<file path="src/rtl/pport_pkg.sv">
package pport_pkg;

  typedef enum logic [2:0] {
    ST_IDLE     = 3'd0,
    ST_WAIT_RDY = 3'd1,
    ST_STROBE   = 3'd2,
    ST_RELEASE  = 3'd3,
    ST_TO_SET   = 3'd4,
    ST_TO_RST   = 3'd5
  } seq_state_e;

  localparam int unsigned PPORT_IN_LINES = 2;

endpackage

</file>
<file path="src/rtl/pport_sync.sv">
module pport_sync #(
  parameter int unsigned WIDTH  = 2,
  parameter int unsigned STAGES = 2
) (
  input  logic             clk,
  input  logic             rst_n,
  input  logic [WIDTH-1:0] d_i,
  output logic [WIDTH-1:0] q_o
);

  generate
    if (STAGES <= 1) begin : g_single
      logic [WIDTH-1:0] stg_q;
      always_ff @(posedge clk or negedge rst_n) begin
        if (!rst_n) stg_q <= '0;
        else        stg_q <= d_i;
      end
      assign q_o = stg_q;
    end else begin : g_chain
      logic [STAGES-1:0][WIDTH-1:0] stg_q;
      always_ff @(posedge clk or negedge rst_n) begin
        if (!rst_n) stg_q <= '0;
        else        stg_q <= {stg_q[STAGES-2:0], d_i};
      end
      assign q_o = stg_q[STAGES-1];
    end
  endgenerate

endmodule

</file>
<file path="src/rtl/pport_watchdog.sv">
module pport_watchdog #(
  parameter int unsigned CNT_W = 16
) (
  input  logic             clk,
  input  logic             rst_n,
  input  logic             run_i,
  input  logic [CNT_W-1:0] limit_i,
  output logic             expire_o
);

  logic [CNT_W-1:0] cnt_q, cnt_d;
  logic             cnt_en;

  assign cnt_en = run_i | (cnt_q != '0);

  always_comb begin
    if (run_i) cnt_d = cnt_q + 1'b1;
    else       cnt_d = '0;
  end

  always_ff @(posedge clk or negedge rst_n) begin
    if (!rst_n)      cnt_q <= '0;
    else if (cnt_en) cnt_q <= cnt_d;
  end

  assign expire_o = run_i && (limit_i != '0) && (cnt_q == limit_i - 1'b1);

  // the count never passes the limit while the strobe window is open
  assert_cnt_below_limit_R7: assert property (@(posedge clk) disable iff (!rst_n)
    (run_i && limit_i != '0) |-> (cnt_q < limit_i));

endmodule

</file>
<file path="src/rtl/pport_rst_pulse.sv">
module pport_rst_pulse #(
  parameter int unsigned PULSE_CYC = 3750
) (
  input  logic clk,
  input  logic rst_n,
  input  logic fire_i,
  output logic active_o,
  output logic last_o
);

  localparam int unsigned CW = $clog2(PULSE_CYC + 1);

  logic [CW-1:0] cnt_q, cnt_d;
  logic          cnt_en;

  assign cnt_en = fire_i | (cnt_q != '0);

  always_comb begin
    if (fire_i) cnt_d = CW'(PULSE_CYC);
    else        cnt_d = cnt_q - 1'b1;
  end

  always_ff @(posedge clk or negedge rst_n) begin
    if (!rst_n)      cnt_q <= '0;
    else if (cnt_en) cnt_q <= cnt_d;
  end

  assign active_o = (cnt_q != '0);
  assign last_o   = (cnt_q == CW'(1));

  // a new reset request never lands on a pulse still in progress
  assert_no_retrigger_R7: assert property (@(posedge clk) disable iff (!rst_n)
    fire_i |-> !active_o);

endmodule

</file>
<file path="src/rtl/pport_handshake_seq.sv">
module pport_handshake_seq
  import pport_pkg::*;
#(
  parameter int unsigned TO_W        = 16,
  parameter int unsigned SYNC_STAGES = 2,
  parameter int unsigned RST_CYC     = 3750
) (
  input  logic            clk,
  input  logic            rst_n,
  input  logic            start_i,
  input  logic            dir_in_i,
  input  logic            mode_pulse_i,
  input  logic            pol_ctl_i,
  input  logic            pol_flg_i,
  input  logic            pol_sts_i,
  input  logic [TO_W-1:0] to_limit_i,
  input  logic            pflg_i,
  input  logic            psts_i,
  output logic            pctl_o,
  output logic            io_o,
  output logic            preset_n_o,
  output logic            busy_o,
  output logic            done_o,
  output logic            timeout_o,
  output logic            sts_fail_o
);

  localparam int unsigned NIN = PPORT_IN_LINES;

  seq_state_e     state_q, state_d;
  logic           io_q, io_d;
  logic           mode_q, mode_d;
  logic           done_q, done_d;
  logic           sfail_q, sfail_d;
  logic [NIN-1:0] in_s;
  logic           flg_rdy, sts_ok;
  logic           pctl_act, wd_run, wd_expire;
  logic           rp_fire, rp_active, rp_last;

  pport_sync #(.WIDTH(NIN), .STAGES(SYNC_STAGES)) u_sync (
    .clk   (clk),
    .rst_n (rst_n),
    .d_i   ({pflg_i, psts_i}),
    .q_o   (in_s)
  );

  assign flg_rdy = in_s[1] ^ pol_flg_i;
  assign sts_ok  = in_s[0] ^ pol_sts_i;

  pport_watchdog #(.CNT_W(TO_W)) u_wdog (
    .clk      (clk),
    .rst_n    (rst_n),
    .run_i    (wd_run),
    .limit_i  (to_limit_i),
    .expire_o (wd_expire)
  );

  pport_rst_pulse #(.PULSE_CYC(RST_CYC)) u_rpulse (
    .clk      (clk),
    .rst_n    (rst_n),
    .fire_i   (rp_fire),
    .active_o (rp_active),
    .last_o   (rp_last)
  );

  always_comb begin
    state_d = state_q;
    io_d    = io_q;
    mode_d  = mode_q;
    done_d  = 1'b0;
    sfail_d = 1'b0;
    unique case (state_q)
      ST_IDLE: begin
        if (start_i) begin
          if (sts_ok) begin
            io_d    = dir_in_i;
            mode_d  = mode_pulse_i;
            state_d = ST_WAIT_RDY;
          end else begin
            sfail_d = 1'b1;
          end
        end
      end
      ST_WAIT_RDY: begin
        if (flg_rdy) state_d = ST_STROBE;
      end
      ST_STROBE: begin
        if (wd_expire) begin
          state_d = ST_TO_SET;
        end else if (!flg_rdy) begin
          if (mode_q) begin
            state_d = ST_IDLE;
            done_d  = 1'b1;
          end else begin
            state_d = ST_RELEASE;
          end
        end
      end
      ST_RELEASE: begin
        if (wd_expire) begin
          state_d = ST_TO_SET;
        end else if (flg_rdy) begin
          state_d = ST_IDLE;
          done_d  = 1'b1;
        end
      end
      ST_TO_SET: state_d = ST_TO_RST;
      ST_TO_RST: begin
        if (rp_last) state_d = ST_IDLE;
      end
      default: state_d = ST_IDLE;
    endcase
  end

  always_ff @(posedge clk or negedge rst_n) begin
    if (!rst_n) begin
      state_q <= ST_IDLE;
      io_q    <= 1'b0;
      mode_q  <= 1'b0;
      done_q  <= 1'b0;
      sfail_q <= 1'b0;
    end else begin
      state_q <= state_d;
      io_q    <= io_d;
      mode_q  <= mode_d;
      done_q  <= done_d;
      sfail_q <= sfail_d;
    end
  end

  assign pctl_act   = (state_q == ST_STROBE) || (state_q == ST_TO_SET);
  assign wd_run     = (state_q == ST_STROBE) || (state_q == ST_RELEASE);
  assign rp_fire    = (state_q == ST_TO_SET);

  assign pctl_o     = pctl_act ^ pol_ctl_i;
  assign io_o       = io_q;
  assign preset_n_o = ~rp_active;
  assign busy_o     = (state_q != ST_IDLE);
  assign done_o     = done_q;
  assign timeout_o  = rp_fire;
  assign sts_fail_o = sfail_q;

  // done never lasts beyond one cycle
  assert_done_single_R6: assert property (@(posedge clk) disable iff (!rst_n)
    done_o |=> !done_o);

  // the peripheral reset only starts right after a timeout report
  assert_preset_after_timeout_R7: assert property (@(posedge clk) disable iff (!rst_n)
    $fell(preset_n_o) |-> $past(timeout_o));

  // a refusal is reported only while the sequencer is idle
  assert_refuse_idle_R2: assert property (@(posedge clk) disable iff (!rst_n)
    sts_fail_o |-> !busy_o);

  // a zero limit never lets the watchdog fire
  assert_no_expire_disabled_R8: assert property (@(posedge clk) disable iff (!rst_n)
    (to_limit_i == '0) |-> !wd_expire);

  // direction is already settled when the strobe rises
  assert_io_settled_R3: assert property (@(posedge clk) disable iff (!rst_n)
    $rose(pctl_act) |-> $stable(io_q));

endmodule

</file>
<file path="config.mk">
export PLATFORM = sky130hd
export DESIGN_NAME = pport_handshake_seq
export DESIGN_NICKNAME = d
export VERILOG_FILES = /design/src/rtl/pport_pkg.sv /design/src/rtl/pport_sync.sv /design/src/rtl/pport_watchdog.sv /design/src/rtl/pport_rst_pulse.sv /design/src/rtl/pport_handshake_seq.sv
export SDC_FILE = /design/constraint.sdc
export NUM_CORES = 1
export LEC_CHECK = 0
export BUFFER_PORTS_ARGS = -buffer_cell sky130_fd_sc_hd__buf_2
export CORE_ASPECT_RATIO = 1.25
export CORE_UTILIZATION = 54
export CTS_BUF_LIST = sky130_fd_sc_hd__clkbuf_8
export CTS_CLUSTER_DIAMETER = 100
export DETAILED_ROUTE_END_ITERATION = 10
export PLACE_DENSITY = 0.8
export SLEW_MARGIN = 20
export SYNTH_ARGS = -nofsm -noshare
export SYNTH_HDL_FRONTEND = slang
export SYNTH_SLANG_ARGS = --single-unit
</file>
<file path="constraint.sdc">
create_clock -name clk -period 2.1 [get_ports clk]
set_input_delay 0.63 -clock clk [delete_from_list [all_inputs] [get_ports clk]]
set_output_delay 0.63 -clock clk [all_outputs]
set_load 0.005 [all_outputs]
</file>
==> impl_metrics.py, run 1 <==
metrics = {
    "setup_path": {
        "cp.required_ps": 1470,
        "max_stage_delay_ps": 540,
        "path_cells": "or4_4 -> nor3_4 -> and3_1 -> buf_2",
        "worstSetupPathType": "reg -> out",
        "crit_start": "u_rpulse.cnt_q[5]",
        "r2r_setup_slack_ps": -80,
        "cp-start-kind": "register",
        "worstPathArrival_ps": 1690,
        "cp_max_fo": 2,
        "crit_family": "simple AND/OR/NAND/NOR gates",
        "crit_buf_inv": 1,
        "cp_slowest_cell": "or4_4",
        "reg2reg_to": "u_rpulse.cnt_q[4]",
        "cp-end-kind": "output pin",
        "regToRegStartpoint": "u_rpulse.cnt_q[5]",
        "worst-path-stages": 4,
        "reg2regPathDepth": 10,
    },
    "clock_network": {
        "cts-buffers-inserted": 5,
        "clkLatencyLatePin_ps": 290,
        "clk_path_buf_depth": 2,
        "path_clk_slew_ps": 80,
        "htreeDepth": 2,
        "cts_sinks": 39,
        "cts_root_buffer": "clkbuf_8",
        "cts_tree": "done",
    },
    "route": {
        "first_pass_iters": 4,
        "num_vias": 2402,
        "ant_nets": 0,
        "drt_wl_total_mm": 6.33,
        "viasPerCell": 5.68,
        "drt_iter0_drc": 138,
        "wire_per_inst_um": 15.0,
        "drc": 0,
    },
    "floorplan": {
        "die_area_mm2": 0.00491,
        "io-pin-count": 33,
        "core-area_mm2": 0.00443,
        "die_w_um": 62.9,
        "start_util": 0.565,
        "rows": 27,
        "die_h_um": 78.1,
    },
    "logic_synthesis": {
        "synth_seq_cells": 39,
        "synth_area_per_cell_um2": 8.81,
        "synth_top_area_share": 0.390,
        "synth_common_cells": "dfrtp_1 (39), nor2_1 (35), xnor2_1 (26), nand2_1 (22), xor2_1 (21)",
        "synthDistinctLibCells": 43,
        "synthArstFlopShare": 1.00,
        "synth_cells": 284,
        "yosys.area.top_type": "dfrtp_1",
        "synthFlopType": "dfrtp_1",
        "synthesis.area_mm2": 0.00250,
        "synth.yosys.seq_area_share": 0.390,
        "ys.warnings.count": 0,
        "synth_edf_count": 0,
        "yosys.cell_count.top_type": "dfrtp_1",
        "syn_nets": 316,
        "synthTopCellsByArea": "dfrtp_1 (39%), xnor2_1 (9.1%), xor2_1 (7.4%)",
    },
    "global_routing": {
        "grt_usage": 0.259,
        "grt_pass1_vias": 2312,
        "grt_pass1_wl_mm": 9.94,
        "antenna_found_initial": 0,
        "grt-ovfl-total": 0,
        "grt_max_degree": 21,
    },
    "final_layout": {
        "n_fill_cell": 310,
        "antenna_cells": 0,
        "stdcell_count": 423,
        "syn_to_final_growth_pct": 37.1,
        "drive_above_1_share": 0.359,
        "fin_nets": 396,
    },
    "worst_hold_path": {
        "hp-class": "in -> async",
    },
    "timing": {
        "setup_ws_ps": -217,
        "fin_skew_ps": 7.94,
        "fin_crit_sh": 1.10,
        "finalHoldViolCount": 0,
        "setup_violations": 9,
        "tightest_slew_ps": 501,
        "fmax_mhz": 432,
        "final-max-slew-violation-count": 0,
        "finalCriticalPeriod_ps": 2320,
        "slew_headroom": 0.663,
        "fin_hold_ws_ps": 280,
        "rsz0062_at_grt": "true",
    },
    "placed_design": {
        "preCtsSetupSlack_ps": -686,
        "dp_hpwl_mm": 4.25,
        "routabilityCongestion": 0.926,
        "io_buffers": 32,
        "dp.cells": 408,
    },
    "run_status": {
        "failed_checks": "setup timing",
        "outcome": "complete, but fails checks",
    },
    "power_and_ir_drop": {
        "pwr_density_cell_mw_per_mm2": 878,
        "p_leak_nw": 1.54,
        "vdd.ir_drop.worst_uv": 942,
        "power.total_mw": 3.01,
    },
    "job": {
        "drv_cap": 0,
    },
}
==> placed cells by master, fill, tap and decap left out, types with 6 or more instances in the layout <==
| master | n |
|---|---|
| xor2_1 | 21 |
| inv_1 | 10 |
| buf_2 | 29 |
| nand3_1 | 12 |
| buf_6 | 7 |
| a21oi_1 | 8 |
| nand2_1 | 21 |
| ha_1 | 6 |
| nor4_1 | 6 |
| nor3_1 | 6 |
| nor2_1 | 32 |
| and3_1 | 6 |
| buf_4 | 45 |
| xnor2_1 | 23 |
| clkbuf_8 | 6 |
| dfrtp_1 | 38 |
| o21ai_0 | 8 |
==> worst max-delay path by stage <==
stage	endpoint	slack (ps)
floorplan	done_o	-310
global route	preset_n_o	-300
detailed placement	state_q[0]	-690
CTS	preset_n_o	-250
global placement	state_q[1]	-600
finish	preset_n_o	-220
==> what timing repair did <==
action	CTS	global route
buffers inserted	4	3
hold buffers	0	0
resized for setup	18	28
endpoints found under the setup margin	6	15
pin swaps	13	12
hold endpoints to repair	0	0
==> area by class of cell <==
| cell class | count | area [µm²] | area share |
|---|---|---|---|
| clock inverter | 2 | 35.0 | 0.0102 |
| multi-input combinational | 226 | 1640 | 0.479 |
| timing repair buffer | 82 | 582 | 0.170 |
| clock buffer | 6 | 82.6 | 0.0241 |
| sequential | 39 | 977 | 0.285 |
| inverter | 10 | 37.5 | 0.0109 |
| tap | 58 | 72.6 | 0.0212 |
==> flip-flops by register name, summed over array words and instances, names as in the netlist <==
signal                count
u_sync.g_chain.stg_q      2
sts_fail_o                1
io_o                      1
u_rpulse.cnt_q           12
mode_q                    1
state_q                   3
u_sync.q_o                2
done_o                    1
u_wdog.cnt_q             16
==> worst register-to-register path, stage by stage (launching register included) <==
cell	delay, ps
dfrtp_1	390
or4_4	540
nor3_4	160
buf_4	140
buf_6	110
nand2_4	60
o31ai_4	240
buf_6	160
nor3_2	50
xnor2_1	160
nor2_1	50
==> metrics by stage <==
stage / TNS (ps) / util / instance area (µm²)
after floorplan: -1210 / - / 2520
after global placement: -2450 / 0.688 / 3050
after detailed placement: -2710 / 0.688 / 3050
after CTS: -930 / 0.740 / 3270
after global routing: -2250 / 0.775 / 3430
final: -1130 / 0.775 / 3430
==> logic make-up (layout without fill, tap and decap cells) <==
family / after synthesis / in the layout / synth area share
AOI/OAI and AO/OA: 34 / 34 / 0.0835
xor gates and xnor gates: 47 / 47 / 0.165
adders and majority gates: 6 / 6 / 0.0300
buffers and inverters: 19 / 100 / 0.0290
DFF: 39 / 39 / 0.390
muxes: 4 / 4 / 0.0175
and+or+nand+nor: 135 / 135 / 0.286
==> power by group <==
part / switching (mW) / internal (mW) / leakage (nW)
clock network: 0.255 / 0.384 / 0.0612
registers: 0.242 / 0.943 / 0.501
logic: 0.594 / 0.591 / 0.978
==> per-layer routing <==
layer / vias to the layer above / GRT usage / share of wire
li1: 1148 / - / -
met1: 1168 / 0.284 / 0.38
met2: 69 / 0.471 / 0.55
met3: 17 / 0.0422 / 0.032
met4: 0 / 0.142 / 0.035
met5: - / 0 / 0
No activity file was read; power rests on OpenSTA's default activity.
==> inputs of run 2 (changes only) <==
--- a/config.mk
+++ b/config.mk
@@ -7,12 +7,13 @@
 export LEC_CHECK = 0
 export BUFFER_PORTS_ARGS = -buffer_cell sky130_fd_sc_hd__buf_2
 export CORE_ASPECT_RATIO = 1.25
-export CORE_UTILIZATION = 54
+export CORE_UTILIZATION = 55
 export CTS_BUF_LIST = sky130_fd_sc_hd__clkbuf_8
 export CTS_CLUSTER_DIAMETER = 100
 export DETAILED_ROUTE_END_ITERATION = 10
-export PLACE_DENSITY = 0.8
+export PLACE_DENSITY = 0.81
 export SLEW_MARGIN = 20
 export SYNTH_ARGS = -nofsm -noshare
 export SYNTH_HDL_FRONTEND = slang
+export SYNTH_HIERARCHICAL = 1
 export SYNTH_SLANG_ARGS = --single-unit
==> run 2 against run 1 <==
Net effect:
- the run still ends with setup timing left
- global-route usage about the same
- clock power fell by 25%
- final cell count rose by 7.1%
- via count up 9.5%
- largest power group is now combinational logic
- synthesized cell count rose by 8.5%
- combinational power up 14%
- worst setup slack got worse by 690 ps
- register-to-register slack lost 510 ps
- area after synthesis rose by 13%
==> impl_metrics.py, run 2 <==
metrics = {
    "run_status": {
        "outcome": "complete, but fails checks",
        "failed_checks": "setup timing",
    },
    "power_and_ir_drop": {
        "power.total_mw": 3.02,
        "vdd.ir_drop.worst_uv": 818,
        "p_comb_frac": 0.448,
        "p_leak_nw": 1.69,
        "p_sw_mw": 1.16,
        "share_seq_of_total_power": 0.394,
        "power_frac_clock": 0.158,
        "pwr_density_cell_mw_per_mm2": 824,
        "p_int_mw": 1.86,
        "swShare": 0.383,
    },
    "clock_network": {
        "cts_hold_buffers": 0,
        "clkLatencyLatePin_ps": 290,
        "path_clk_slew_ps": 70,
        "cts_tree": "done",
        "cts_root_buffer": "clkbuf_8",
        "cts_sinks": 39,
        "clk_path_buf_depth": 2,
        "cts-buffers-inserted": 5,
        "htreeDepth": 2,
    },
    "logic_synthesis": {
        "synth.yosys.seq_area_share": 0.347,
        "synth_cells": 308,
        "ys.warnings.count": 6,
        "synth_common_cells": "dfrtp_1 (39), xnor2_1 (21), nand2_1 (19), inv_1 (18)",
        "synth_top_area_share": 0.347,
        "synth_area_per_cell_um2": 9.14,
        "yosys.area.top_type": "dfrtp_1",
        "synth_compound_area_frac": 0.139,
        "synthDistinctLibCells": 61,
        "yosys-mux-area-fraction": 0.0213,
        "synthesis.area_mm2": 0.00282,
        "synthArstFlopShare": 1.00,
        "syn_nets": 341,
        "synthAdderAreaFrac": 0.0311,
        "yosys.area_share.xor_xnor": 0.131,
        "synthSimpleGateAreaFrac": 0.275,
        "synth_top_family_by_area": "simple AND/OR/NAND/NOR gates",
        "synth_edf_count": 0,
        "synthFlopType": "dfrtp_1",
        "synthTopCellsByArea": "dfrtp_1 (35%), xnor2_1 (6.5%), xor2_1 (4.4%)",
        "yosys.cell_count.top_type": "dfrtp_1",
        "synth_seq_cells": 39,
    },
    "worst_hold_path": {
        "hp-class": "reg -> reg",
        "hold-path-cell-count": 0,
    },
    "final_layout": {
        "fin_nets": 425,
        "final_common_cell": "buf_4",
        "multiInputGateArea_mm2": 0.00180,
        "final_cell_mix": "buf_4 (61), dfrtp_1 (39), buf_2 (31), xnor2_1 (21)",
        "drive_above_1_share": 0.361,
        "top_regs": "u_wdog/cnt_q x16, u_rpulse/cnt_q x12, state_q x3",
        "largest_register_ffs": 16,
        "seq_area_um2": 976,
        "antenna_cells": 0,
        "top_register": "u_wdog/cnt_q",
        "syn_to_final_growth_pct": 30.0,
        "n_fill_cell": 325,
    },
    "floorplan": {
        "die_h_um": 82.0,
        "die_w_um": 66.0,
        "start_util": 0.583,
        "core-area_mm2": 0.00483,
        "io-pin-count": 33,
        "die_area_mm2": 0.00541,
        "rows": 28,
    },
    "global_routing": {
        "antenna_found_initial": 0,
        "grt_usage": 0.260,
        "grt_max_degree": 40,
        "grt_pass1_vias": 2445,
        "grt-ovfl-total": 0,
        "grt_pass1_wl_mm": 10.6,
    },
    "setup_path": {
        "cp.required_ps": 2280,
        "reg2regPathDepth": 9,
        "worstPathArrival_ps": 3180,
        "worstSetupPathType": "in -> reg",
        "cp_max_fo": 5,
        "cp-end-kind": "register",
        "cp-start-kind": "input pin",
    },
    "timing": {
        "final-max-slew-violation-count": 0,
        "fin_hold_ws_ps": 355,
        "finalCriticalPeriod_ps": 3000,
        "setup_violations": 5,
        "rsz0062_at_grt": "true",
        "tightest_slew_ps": 475,
        "fin_crit_sh": 1.43,
        "setup_ws_ps": -904,
        "fin_skew_ps": 2.81,
        "slew_headroom": 0.683,
        "fmax_mhz": 333,
        "finalHoldViolCount": 0,
    },
    "route": {
        "drt_iter0_drc": 169,
        "drc": 0,
        "ant_nets": 0,
        "wire_per_inst_um": 15.0,
        "num_vias": 2631,
        "first_pass_iters": 5,
        "viasPerCell": 5.81,
        "drt_wl_total_mm": 6.81,
    },
    "placed_design": {
        "dp_hpwl_mm": 4.81,
        "io_buffers": 32,
        "routabilityCongestion": 0.944,
    },
    "job": {
        "drv_cap": 0,
    },
}
[run 2: final timing paths]
path / from / endpoint / slack [ps]
hold / removal: u_sync/g_chain.stg_q[0] / u_sync/q_o[0] / 360
min in group asynchronous: rst_n / io_o / 380
max in group asynchronous: rst_n / u_rpulse/cnt_q[8] / 1390
setup reg to reg: u_wdog/cnt_q[4] / state_q[0] / -590
setup / recovery: to_limit_i[2] / state_q[0] / -900
hold reg to reg: u_sync/g_chain.stg_q[0] / u_sync/q_o[0] / 360
[run 2: logic make-up (layout without fill, tap and decap cells)]
group | Yosys count | in the layout
compound gates | 53 | 53
xor+xnor | 38 | 38
fa+ha+maj | 7 | 7
buf+inv | 37 | 122
flops | 39 | 39
mux | 5 | 5
simple gates | 129 | 129
[run 2: final cells by class]
type,instances,share of cell area
repair buffers,96,0.180
clock inverters,3,0.00342
well taps,60,0.0205
multi-input cells,232,0.493
clock buffers,5,0.0188
flip-flops and latches,39,0.266
inverters,18,0.0184
[run 2: layer usage]
metal  GRT usage  up-vias  wire, µm
met4       0.134        0       235
met2       0.498       58      3640
li1            -     1272         -
met5           0        -         0
met3      0.0361       21       196
met1       0.270     1280      2740
[run 2: repair_timing]
action | 4_1_cts | 5_1_grt
gates resized for setup | 17 | 8
pin swaps | 9 | 2
setup endpoints to repair | 6 | 7
buffers inserted | 6 | 1
[run 2: critical path, stage by stage]
cell	delay [ps]
buf_6	90
or4_4	570
or3_1	380
a2111oi_2	360
nand4b_1	180
a2111oi_4	300
nor2_2	110
a211oi_2	220
mux2_4	320
[run 2: metrics by stage]
stage / setup WS, ps / util / TNS (ps) / instances / area, µm²
2_1_floorplan: -1100 / - / -3010 / 308 / 2850
3_3_place_gp: -1210 / 0.705 / -3980 / 438 / 3410
3_5_place_dp: -1290 / 0.705 / -4170 / 438 / 3410
4_1_cts: -853 / 0.746 / -2720 / 452 / 3610
5_1_grt: -968 / 0.758 / -3540 / 453 / 3660
6_report: -904 / 0.758 / -3060 / 453 / 3660
[run 2: power by group through the flow]
| stage | registers, mW | clock network, mW | logic [mW] |
|---|---|---|---|
| detailed placement | 1.18 | 0 | 1.22 |
| CTS | 1.16 | 0.490 | 1.30 |
| floorplan | 1.11 | 0 | 0.876 |
| global route | 1.22 | 0.516 | 1.46 |
| global placement | 1.16 | 0 | 1.18 |
| finish | 1.19 | 0.477 | 1.35 |
==> inputs of run 3 (changes only) <==
--- a/config.mk
+++ b/config.mk
@@ -6,7 +6,7 @@
 export NUM_CORES = 1
 export LEC_CHECK = 0
 export BUFFER_PORTS_ARGS = -buffer_cell sky130_fd_sc_hd__buf_2
-export CORE_ASPECT_RATIO = 1.25
+export CORE_ASPECT_RATIO = 1.4
 export CORE_UTILIZATION = 55
 export CTS_BUF_LIST = sky130_fd_sc_hd__clkbuf_8
 export CTS_CLUSTER_DIAMETER = 100
==> run 3 against run 2 <==
Net effect:
- the flow still finishes with violations (setup timing)
- routed wire length is 6.9% higher
- critical path depth is the same
- first-iteration DRC count is 21% lower
- combinational power grew 8%
- fmax down 1.5%
- final cell count up 1.1%
- register-to-register slack gained 130 ps
- sequential share of layout area fell by 0.54 points
- global-route usage grew 2.7 points
- die area about the same
- sequential power about the same
- critical endpoint unchanged
- largest power group unchanged
- highest routed layer unchanged
==> impl_metrics.py, run 3 (synthesis results as in run 2) <==
metrics = {
    "setup_path": {
        "path_cells": "buf_6 -> or4_4 -> or3_4 -> a2111oi_4 -> nand4b_1 -> a2111oi_4 -> nor2_2 -> a211oi_2 -> mux2_4",
        "cp-end-kind": "register",
        "cp_slowest_cell": "or4_4",
        "reg2regPathDepth": 8,
        "max_stage_delay_ps": 560,
        "worstPathArrival_ps": 3240,
        "worstSetupPathType": "in -> reg",
        "r2r_setup_slack_ps": -460,
        "cp_max_fo": 5,
        "regToRegStartpoint": "u_wdog/cnt_q[2]",
        "cp.required_ps": 2290,
        "cp_common_cell": "a2111oi_4",
        "cp-start-kind": "input pin",
        "reg2reg_to": "state_q[0]",
    },
    "clock_network": {
        "cts_hold_buffers": 0,
        "cts_root_buffer": "clkbuf_8",
        "clk_path_buf_depth": 2,
        "cts_sinks": 39,
        "cts_tree": "done",
        "cts-buffers-inserted": 5,
        "clkLatencyLatePin_ps": 300,
        "htreeDepth": 2,
        "path_clk_slew_ps": 70,
    },
    "final_layout": {
        "largest_register_ffs": 16,
        "stdcell_count": 458,
        "final_common_cell": "buf_4",
        "syn_to_final_growth_pct": 32.7,
        "drive_above_1_share": 0.373,
        "top_register": "u_wdog/cnt_q",
        "fin_nets": 426,
        "top_regs": "u_wdog/cnt_q x16, u_rpulse/cnt_q x12, state_q x3",
        "final_cell_mix": "buf_4 (61), dfrtp_1 (39), buf_2 (30), xnor2_1 (21), nand2_1 (18)",
        "antenna_cells": 0,
    },
    "route": {
        "wire_per_inst_um": 15.9,
        "drt_wl_total_mm": 7.28,
        "drc": 0,
        "ant_nets": 0,
        "drt_iter0_drc": 133,
        "first_pass_iters": 4,
        "num_vias": 2661,
        "viasPerCell": 5.81,
    },
    "worst_hold_path": {
        "hp-class": "in -> async",
    },
    "timing": {
        "finalCriticalPeriod_ps": 3050,
        "setup_ws_ps": -949,
        "rsz0062_at_grt": "true",
        "finalHoldViolCount": 0,
        "slew_headroom": 0.586,
        "fin_crit_sh": 1.45,
        "fin_skew_ps": 2.66,
        "fmax_mhz": 328,
        "tightest_slew_ps": 615,
        "setup_violations": 5,
        "fin_setup_tns_ps": -3290,
        "final-max-slew-violation-count": 0,
    },
    "global_routing": {
        "grt_pass1_wl_mm": 12.0,
        "antenna_found_initial": 0,
        "grt_max_degree": 21,
        "grt_pass1_vias": 2673,
        "grt-ovfl-total": 0,
        "grt_usage": 0.287,
    },
    "run_status": {
        "outcome": "complete, but fails checks",
        "failed_checks": "setup timing",
    },
    "power_and_ir_drop": {
        "pwr_density_cell_mw_per_mm2": 880,
        "p_leak_nw": 1.70,
        "vdd.ir_drop.worst_uv": 707,
    },
    "floorplan": {
        "io-pin-count": 33,
        "rows": 30,
        "start_util": 0.577,
        "die_w_um": 62.5,
        "die_area_mm2": 0.00542,
        "core-area_mm2": 0.00488,
        "die_h_um": 86.7,
    },
    "job": {
        "drv_cap": 0,
    },
    "placed_design": {
        "dp.cells": 440,
        "preCtsSetupSlack_ps": -1260,
        "io_buffers": 32,
        "routabilityCongestion": 0.912,
        "dp_hpwl_mm": 5.07,
    },
}
[run 3: cell types whose count changed in the layout (fill, tap and decap cells not counted), sizes merged]
cell	delta
buf	+1
inv	-2
clkbuf	+1
bufinv	+1
[run 3: per-stage QoR]
stage / util / area, µm² / hold WS (ps) / total power [mW]
3_3_place_gp: 0.699 / 3410 / 335 / 2.36
3_5_place_dp: 0.699 / 3410 / 341 / 2.42
2_1_floorplan: - / 2850 / 331 / 1.99
5_1_grt: 0.766 / 3740 / 300 / 3.49
6_report: 0.766 / 3740 / 277 / 3.29
4_1_cts: 0.754 / 3680 / 287 / 3.19
[run 3: layout make-up]
cell class	count	area, µm²
Multi-Input combinational cell	232	1810
Fill cell	326	1140
Sequential cell	39	976
Timing Repair Buffer	97	684
Clock buffer	6	82.6
Tap cell	64	80.1
Inverter	18	70.1
Clock inverter	2	35.0
[run 3: worst max-delay path by stage]
| stage | slack [ps] | startpoint | endpoint |
|---|---|---|---|
| after CTS | -870 | to_limit_i[2] | state_q[0] |
| final | -950 | to_limit_i[4] | state_q[0] |
| after floorplan | -1100 | to_limit_i[2] | state_q[0] |
| after detailed placement | -1260 | to_limit_i[0] | state_q[0] |
| after global placement | -1190 | to_limit_i[0] | state_q[0] |
| after global routing | -1020 | to_limit_i[4] | state_q[0] |
[run 3: power by group]
group	switching [mW]	internal, mW
logic	0.713	0.743
registers	0.248	0.939
clock network	0.265	0.384
[run 3: worst max-delay path, delay by kind of cell]
family	cells	cell delay, ps
simple gates	4	1240
compound gates	3	950
mux	1	310
buf+inv	1	90
[run 3: per-layer routing]
layer	track usage	routed length [µm]	vias up
met2	0.545	3990	103
met4	0.182	309	0
met5	0	0	-
li1	-	-	1284
met1	0.291	2700	1242
met3	0.0395	275	32
[run 3: timing repair]
item                                    CTS  global route
endpoints found under the setup margin    6             7
pin swaps                                11            10
resized for setup                        20            10
buffers inserted                          8             5
